==> src/rtl/sigctl_pkg.sv <==
`timescale 1ns/1ps
// Package: phase encoding and the constant phase table (lamps, successor,
// dwell class). Assumes sensor word {north, east} and 6-bit lamp vector.
package sigctl_pkg;
    localparam int LAMP_W = 6;
    localparam int SENS_W = 2;

    typedef enum logic [1:0] {
        PH_N_GO    = 2'd0,
        PH_N_AMBER = 2'd1,
        PH_E_GO    = 2'd2,
        PH_E_AMBER = 2'd3
    } phase_e;

    // Lamp pattern of a phase: [5:3] east R/Y/G, [2:0] north R/Y/G.
    function automatic logic [LAMP_W-1:0] phase_lamps(input phase_e p);
        case (p)
            PH_N_GO:    phase_lamps = 6'b100001;
            PH_N_AMBER: phase_lamps = 6'b100010;
            PH_E_GO:    phase_lamps = 6'b001100;
            default:    phase_lamps = 6'b010100;
        endcase
    endfunction

    // Successor phase indexed by current phase and sensor word.
    function automatic phase_e phase_next(input phase_e p, input logic [SENS_W-1:0] cars);
        case (p)
            PH_N_GO:    phase_next = cars[0] ? PH_N_AMBER : PH_N_GO;
            PH_N_AMBER: phase_next = PH_E_GO;
            PH_E_GO:    phase_next = cars[1] ? PH_E_AMBER : PH_E_GO;
            default:    phase_next = PH_N_GO;
        endcase
    endfunction

    // Dwell class of a phase: 1 for green phases, 0 for amber.
    function automatic logic phase_is_green(input phase_e p);
        phase_is_green = (p == PH_N_GO) || (p == PH_E_GO);
    endfunction
endpackage

==> src/rtl/sigctl_tick.sv <==
`timescale 1ns/1ps
// Module: base-tick prescaler. Emits a one-clock pulse every CLKS_PER_TICK
// clocks; the first pulse is in the CLKS_PER_TICK-th clock after reset.
// Assumes CLKS_PER_TICK >= 1.
module sigctl_tick #(
    parameter int CLKS_PER_TICK = 2_000_000
) (
    input  logic clk,
    input  logic rst_n,
    output logic tick
);
    localparam int CW = (CLKS_PER_TICK > 1) ? $clog2(CLKS_PER_TICK) : 1;
    localparam logic [CW-1:0] LAST = CW'(CLKS_PER_TICK - 1);

    logic [CW-1:0] cnt_q;

    // Free-running modulo counter that wraps at LAST.
    always_ff @(posedge clk) begin
        if (!rst_n)              cnt_q <= '0;
        else if (cnt_q == LAST)  cnt_q <= '0;
        else                     cnt_q <= cnt_q + 1'b1;
    end

    assign tick = (cnt_q == LAST);

    generate
        if (CLKS_PER_TICK > 1) begin : g_spacing

            tick_spacing_chk: assert property (@(posedge clk) disable iff (!rst_n)
                tick |=> !tick);
        end
    endgenerate
endmodule

==> src/rtl/sigctl_sync.sv <==
`timescale 1ns/1ps
// Module: multi-flop synchroniser for the asynchronous car sensors.
// Assumes STAGES >= 2; output resets to zero.
module sigctl_sync #(
    parameter int WIDTH  = 2,
    parameter int STAGES = 2
) (
    input  logic             clk,
    input  logic             rst_n,
    input  logic [WIDTH-1:0] d,
    output logic [WIDTH-1:0] q
);
    logic [STAGES-1:0][WIDTH-1:0] chain_q;

    // Shift the raw sample through the flop chain.
    always_ff @(posedge clk) begin
        if (!rst_n) chain_q <= '0;
        else        chain_q <= {chain_q[STAGES-2:0], d};
    end

    assign q = chain_q[STAGES-1];
endmodule

==> src/rtl/sigctl_dwell.sv <==
`timescale 1ns/1ps
// Module: dwell down-counter in ticks. Flags expiry on the final tick of a
// dwell and reloads with load_val on that tick. Assumes all loads are >= 1.
module sigctl_dwell #(
    parameter int DW = 12
) (
    input  logic          clk,
    input  logic          rst_n,
    input  logic          tick,
    input  logic [DW-1:0] init_val,
    input  logic [DW-1:0] load_val,
    output logic          expire
);
    logic [DW-1:0] remain_q;

    // Count ticks down; reload on the last one.
    always_ff @(posedge clk) begin
        if (!rst_n)      remain_q <= init_val;
        else if (tick)   remain_q <= (remain_q == DW'(1)) ? load_val : remain_q - 1'b1;
    end

    assign expire = tick && (remain_q == DW'(1));


    remain_nonzero_chk: assert property (@(posedge clk) disable iff (!rst_n)
        remain_q != '0);

    reload_full_chk: assert property (@(posedge clk) disable iff (!rst_n)
        expire |=> remain_q == $past(load_val));

    hold_between_ticks_chk: assert property (@(posedge clk) disable iff (!rst_n)
        !tick |=> $stable(remain_q));
endmodule

==> src/rtl/junction_signal_ctrl.sv <==
`timescale 1ns/1ps
// Module: top of the two-road signal sequencer. Holds the current phase,
// looks up lamps, successor and dwell from sigctl_pkg, and advances only
// on dwell expiry. Assumes GREEN_TICKS, AMBER_TICKS, CLKS_PER_TICK >= 1.
module junction_signal_ctrl #(
    parameter int CLKS_PER_TICK = 2_000_000,
    parameter int GREEN_TICKS   = 3000,
    parameter int AMBER_TICKS   = 500,
    parameter int SYNC_STAGES   = 2
) (
    input  logic       clk,
    input  logic       rst_n,
    input  logic [1:0] car_sense,
    output logic [5:0] lamp_out
);
    import sigctl_pkg::*;

    localparam int MAXD = (GREEN_TICKS > AMBER_TICKS) ? GREEN_TICKS : AMBER_TICKS;
    localparam int DW   = $clog2(MAXD + 1);
    localparam logic [DW-1:0] GREEN_LEN = DW'(GREEN_TICKS);
    localparam logic [DW-1:0] AMBER_LEN = DW'(AMBER_TICKS);

    logic              tick;
    logic              expire;
    logic [SENS_W-1:0] cars_s;
    phase_e            phase_q;
    phase_e            phase_d;
    logic [DW-1:0]     load_val;
    logic [LAMP_W-1:0] lamps_q;

    sigctl_tick #(.CLKS_PER_TICK(CLKS_PER_TICK)) u_tick (
        .clk(clk), .rst_n(rst_n), .tick(tick)
    );

    sigctl_sync #(.WIDTH(SENS_W), .STAGES(SYNC_STAGES)) u_sync (
        .clk(clk), .rst_n(rst_n), .d(car_sense), .q(cars_s)
    );

    sigctl_dwell #(.DW(DW)) u_dwell (
        .clk(clk), .rst_n(rst_n), .tick(tick),
        .init_val(GREEN_LEN), .load_val(load_val), .expire(expire)
    );

    // Table lookup: successor of the current phase and its dwell length.
    always_comb begin
        phase_d  = phase_next(phase_q, cars_s);
        load_val = phase_is_green(phase_d) ? GREEN_LEN : AMBER_LEN;
    end

    // Phase and lamp registers; move only when the dwell expires.
    always_ff @(posedge clk) begin
        if (!rst_n) begin
            phase_q <= PH_N_GO;
            lamps_q <= phase_lamps(PH_N_GO);
        end else if (expire) begin
            phase_q <= phase_d;
            lamps_q <= phase_lamps(phase_d);
        end
    end

    assign lamp_out = lamps_q;


    reset_phase_chk: assert property (@(posedge clk) disable iff (!rst_n)
        $past(!rst_n) |-> (lamp_out == 6'b100001));

    one_lamp_per_road_chk: assert property (@(posedge clk) disable iff (!rst_n)
        ($countones(lamp_out[5:3]) == 1) && ($countones(lamp_out[2:0]) == 1));

    no_dual_green_chk: assert property (@(posedge clk) disable iff (!rst_n)
        !(lamp_out[3] && lamp_out[0]));

    lamp_hold_chk: assert property (@(posedge clk) disable iff (!rst_n)
        !expire |=> $stable(lamp_out));

    north_amber_exit_chk: assert property (@(posedge clk) disable iff (!rst_n)
        (lamp_out == 6'b100010 && expire) |=> (lamp_out == 6'b001100));

    east_amber_exit_chk: assert property (@(posedge clk) disable iff (!rst_n)
        (lamp_out == 6'b010100 && expire) |=> (lamp_out == 6'b100001));

    north_hold_chk: assert property (@(posedge clk) disable iff (!rst_n)
        (phase_q == PH_N_GO && expire && !cars_s[0]) |=> (lamp_out == 6'b100001));

    east_hold_chk: assert property (@(posedge clk) disable iff (!rst_n)
        (phase_q == PH_E_GO && expire && !cars_s[1]) |=> (lamp_out == 6'b001100));
endmodule

==> config.mk <==
export PLATFORM = sky130hd
export DESIGN_NAME = junction_signal_ctrl
export DESIGN_NICKNAME = d
export VERILOG_FILES = /design/src/rtl/sigctl_pkg.sv /design/src/rtl/sigctl_tick.sv /design/src/rtl/sigctl_sync.sv /design/src/rtl/sigctl_dwell.sv /design/src/rtl/junction_signal_ctrl.sv
export SDC_FILE = /design/constraint.sdc
export NUM_CORES = 1
export LEC_CHECK = 0
export BUFFER_PORTS_ARGS = -buffer_cell sky130_fd_sc_hd__clkbuf_2
export CORE_MARGIN = 2
export CORE_UTILIZATION = 25
export CTS_BUF_LIST = sky130_fd_sc_hd__clkbuf_2 sky130_fd_sc_hd__clkbuf_4 sky130_fd_sc_hd__clkbuf_8
export CTS_CLUSTER_SIZE = 25
export DETAILED_ROUTE_END_ITERATION = 16
export GPL_ROUTABILITY_DRIVEN = 0
export PLACE_DENSITY = 0.37
export SYNTH_ARGS = -nofsm -noshare
export SYNTH_HDL_FRONTEND = slang
export SYNTH_SLANG_ARGS = --single-unit
==> constraint.sdc <==
create_clock -name clk -period 2.7 [get_ports clk]
set_input_delay 0.135 -clock clk [delete_from_list [all_inputs] [get_ports clk]]
set_output_delay 0.135 -clock clk [all_outputs]
set_load 0.01 [all_outputs]
======== After elaboration in Yosys (flattened, before gate mapping) ========
Index checks and enable logic that the tools add are counted.
operators by class
  equal/unequal tests ..................... 6
  add/subtract/negate cells ............... 2
  multiplexer cells ....................... 6
  bitwise logic cells ..................... 1
  reduce and logical (&&, ||, !) cells .... 5
operator list
  kind                     count
  $mux W12                 2
  $add A21 B1 Y21 const B  1
  $eq A21 B21 Y1 const B   1
  $pmux W6 S3              1
  $eq A12 B1 Y1 const B    1
  $sub A12 B1 Y12 const B  1
  $pmux W2 S3              1
  $eq A2 B1 Y1 const B     2
  $eq A2 B2 Y1 const B     2
  $logic_not A2 Y1         2
  $mux W1                  2
  $reduce_or A2 Y1         1
  $logic_and A1 B1 Y1      1
  $logic_or A1 B1 Y1       1
  $not A1 Y1               1
word-level totals
  output and inout port bits .............. 6
  logic and storage cells ................. 26
  input port bits ......................... 4
  register bits ........................... 45

======== Depth between registers and ports, before layout ========
  depth after elaboration ................. 6
  mapped depth ............................ 7

======== Hierarchy ========
From an unflattened synthesis, not the netlist that was laid out.
unflattened totals
  cells, all modules ...................... 254
  area total of the unflattened synthesis .. 2359.8 um2
modules (own cells, without submodules)
  module                area an instance (um2)  cells an instance  instances
  sigctl_tick           970.9                   108                1
  sigctl_dwell          929.6                   99                 1
  junction_signal_ctrl  339.1                   37                 1
  sigctl_sync           120.1                   10                 1

======== Worst setup path after synthesis ========
Ideal clock, no wire load.
  kind .................................... register -> register
  from .................................... register u_tick.cnt_q[12]
  to ...................................... register lamps_q[0] (netlist: lamp_out[0])
  buffers on the path ..................... 1
  arrival time ............................ 2.152 ns
  cell stages (with the launch flop) ...... 6
  setup time .............................. 0.121 ns
  data required time ...................... 2.579 ns
  path slack .............................. 0.427 ns
  cells stage by stage .................... dfxtp_1 -> or4b_1 -> or4_1 -> buf_6 -> nor3_4 -> mux2_4
between the ends
  cells in the longest elaborated chain, start to end .. 2
RTL lines
  what                    line                        RTL
  start, declared         sigctl_tick.sv:15           logic [CW-1:0] cnt_q;
  start signal, assigned  sigctl_tick.sv:21           else cnt_q <= cnt_q + 1'b1;
  $eq A21 B21 Y1          sigctl_tick.sv:24           assign tick = (cnt_q == LAST);
  $logic_and A1 B1 Y1     sigctl_dwell.sv:22          assign expire = tick && (remain_q == DW'(1));
  end signal, assigned    junction_signal_ctrl.sv:54  lamps_q <= phase_lamps(PH_N_GO);
  end signal, assigned    junction_signal_ctrl.sv:57  lamps_q <= phase_lamps(phase_d);
  end, declared           junction_signal_ctrl.sv:29  logic [LAMP_W-1:0] lamps_q;
Every way passes these cells.
A chain may end at the register's enable or synchronous reset.

======== Final worst setup path ========
  from .................................... register u_tick.cnt_q[12]
  to ...................................... register phase_q[0]
between the ends
  cells in the longest elaborated chain, start to end .. 2
RTL lines
  what                  line                        RTL
  $eq A21 B21 Y1        sigctl_tick.sv:24
  $logic_and A1 B1 Y1   sigctl_dwell.sv:22
  end signal, assigned  junction_signal_ctrl.sv:56  phase_q <= phase_d;
  end, declared         junction_signal_ctrl.sv:26  phase_e phase_q;
Every way passes these cells.

==> results.md <==
* Post-CTS Hold Buffers at 0
* Fin Hold WS at roughly 0.037 ns
* DRC at 0
* Detailed Routing Iterations Pass 1 at 4
* Fin crit period at ~2.4 ns
* Critical path fanouts, max at 8
* Area Overhead vs Synth at 13.1%
* Worst Tran Pin Value at 0.629 ns
* Met3 Use GR at around 1.9%
* Gr busiest metal: met1
* Met1 GRT Util at a little under a fifth
* Initial Util at about 26%
* Post-synthesis simple-gate area fraction at about 30%
* Pwr/cell area at between 400 and 500 mW/mm2
* Final Max Tran Viols at 0
* Final setup vio count at 0
* Critical path's slowest cell: or4_1
* First-pass GRT wire length at 9.42 mm
* Critical R2R Launch: u_tick.cnt_q[12]
* DR WL/cell at 14.8 um
* Gate Count Post-Synth at 254
* Total GRT Usage at between 10% and 20%
* Critical Path Source Type: flip-flop
* Layout cells sized above 1 at 13.0%
* Worst-skew pair later-pin latency at ~0.3 ns
* NumNets Final at 280
* Kind of cell adding the most delay to the critical path: simple AND/OR/NAND/NOR gates
* Via count at between 1500 and 2000
* Die Footprint at 0.00977 mm2
* ANT cells at 0
* Core Box Area at 0.00872 mm2
* Routed wire length at between 5 and 6 mm
* Die X at between 90 and 100 um
* Worst Hold Depth at 2
* Total grt overflow at 0
* Worst setup EP type: flip-flop
* Prevailing post-synth register cell: dfxtp_1
* Vias in the first global route at ~1800
* VDD IR-drop max at around 0.18 mV
* CTS tree: built
* DR iter-0 viols at approximately 90
* R2R cell count at 5
* Status: finished, final reports clean
* Setup Fix Bufs, Post-CTS at 0
* Initial antenna violation count at 0
* Clk sink count at 45
* ANT nets after route at 0
* Port bufs at 9
* Crit Path Category: flip-flop to flip-flop
* Asr flop ratio synth at 0%
* Post-CTS sizing at 0
* Clock-pin slew on the worst setup and hold paths at roughly 0.09 ns
* Buf/Inv on CP at 1
* Seq/Total Area, Yosys at between 40% and 50%
* DP HPWL at between 3 and 4 mm
* Syn nets at ~260
* Levels on crit path at 5
* FF+latch count, synth at 45
* Max Cap Violations at 0
* Deepest level of the CTS H-tree at 2
* Pleak at between 0.8 and 0.9 nW
* Required time worst endpoint at 2.94 ns
* Num CTS Buffers at 5
* Post-Synth Adder-Cell Area at around 3.3%
* Netlist cell types at 51
* CTS Root Cell: clkbuf_8
* Fmax at between 0.4 and 0.5 GHz
* HP Start: car_sense[1]
* Post-route setup TNS at 0 ns
* Num rows at 34
* Final period util at 90.2%
* Power Total at around 0.0012 W
* Post-synth EDFFs at 0
* Clock Skew at between 0.009 and 0.01 ns
* Die Ht at about 100 um
* Critical path, cell by cell: or4b_1 -> or4_1 -> nor3_4 -> buf_4 -> mux2i_1
* RSZ-0062 raised after global routing: false
* Synthesis Warnings at 0
* Netlist Area Pre-Place at 0.00225 mm2
* Met2 Use GR at between 15 and 20%
* Syn avg cell area at 8.85 um2
* # IOs at 10
* Relative slew slack at between 50 and 60%
* Final hold vios at 0
* HP Class: primary input to flip-flop
* Largest stage delay, worst path at around 0.73 ns
* Multiplexer share of the synthesized area at between 4 and 5%
* Worst setup path start: u_tick.cnt_q[12]
* CP arrival at 2.67 ns
* Vias per cell at between 5 and 6
* Synth Area in XOR/XNOR at approximately 3.5%
* Largest family of logic cells by synthesized area: simple AND/OR/NAND/NOR gates
* Complex-gate fraction of the synthesized area at between 10% and 20%
* CTS max path bufs at 2
* Largest net degree at the start of global routing at 29
==> metal layers <==
metal  part of all wire, %  vias up
met5                     0        -
met4                   1.4        0
met3                   3.1        6
met2                    42       35
met1                    53      918
li1                      -      979
==> path summary, 6_finish.rpt <==
check / slack [ns] / end
worst min-delay path: 0.04 / u_sync.chain_q[1]
worst max register to register: 0.27 / phase_q[0]
worst max-delay path: 0.27 / phase_q[0]
worst min register to register: 0.44 / u_sync.q[0]
==> metrics by stage <==
stage          cell area [um2]  util, %  worst slack [ns]  cells
2_1_floorplan             2250        -             0.427    254
3_3_place_gp              2450     28.1             0.315    371
3_5_place_dp              2450     28.1             0.250    371
4_1_cts                   2540     29.2             0.215    378
5_1_grt                   2540     29.2             0.167    378
6_report                  2540     29.2             0.265    378
==> flip-flops by register name (all words and copies together), names as in the netlist <==
name and flops:
lamp_out 6, phase_q 2, u_dwell.remain_q 12, u_sync.chain_q 2, u_sync.q 2, u_tick.cnt_q 21
==> logic make-up after synthesis <==
| logic type | Yosys count |
|---|---|
| compound gates | 49 |
| xor+xnor | 9 |
| fa+ha+maj | 6 |
| buf+inv | 19 |
| flops | 45 |
| mux | 9 |
| simple gates | 117 |
==> final cells by class <==
cell class / count / area, um2
Sequential cell: 45 / 901
Tap cell: 108 / 135
Clock inverter: 1 / 7.51
Clock buffer: 6 / 82.6
Inverter: 9 / 33.8
Fill cell: 921 / 6180
Multi-Input combinational cell: 190 / 1260
Timing Repair Buffer: 19 / 120
==> power by group <==
part | leakage (nW) | switching, W | internal, W | total (W)
Clock | 0.0433 | 0.000247 | 0.000203 | 0.000451
Sequential | 0.364 | 0.00000601 | 0.000672 | 0.000678
Combinational | 0.458 | 0.0000260 | 0.0000130 | 0.0000390
Total | 0.866 | 0.000279 | 0.000888 | 0.00117
==> cells in the mapped netlist (2+ instances only) <==
cell type  count  share of area, %
dfxtp_1       45                40
nor2_1        20               3.3
nand2_1       19               3.2
a21oi_1       13               2.9
nand3_1       11               2.4
o21ai_0        9               2.0
or3_1          9               2.5
and2_1         8               2.2
inv_1          8               1.3
mux2i_1        8               3.6
nand4_1        8               2.2
and3_1         7               1.9
nor3_1         7               1.6
clkbuf_1       6               1.0
ha_1           6               3.3
or4_1          6               2.0
nor4_1         5               1.4
xnor2_1        5               1.9
xor2_1         4               1.6
a211oi_1       3               1.0
a32oi_1        3               1.2
and4_1         3               1.2
o211ai_1       3               1.0
o31ai_1        3               1.0
o32ai_1        3               1.2
a311oi_1       2              0.78
buf_6          2               1.0
nand2b_1       2              0.56
nand4_2        2               1.1
nor3b_1        2              0.67
o32a_1         2              0.89
==> placed cells by master (no fill, tap or decap), drive strengths merged, types with 2 or more instances in the layout <==
cell type  count
and3           7
o32ai          3
buf           10
nor2          20
a211oi         3
nand2         19
o31ai          3
dfxtp         45
xnor2          5
mux2i          8
xor2           4
and2           8
a32oi          3
nand2b         2
nor3           8
o32a           3
nor3b          2
o21ai         10
o211ai         3
nor4           5
and4           4
a311oi         2
or3            9
nand3         11
a21oi         13
ha             6
or4            6
nand4         10
inv            8
clkbuf        15
Note: power is estimated with default switching activity, not from simulation.
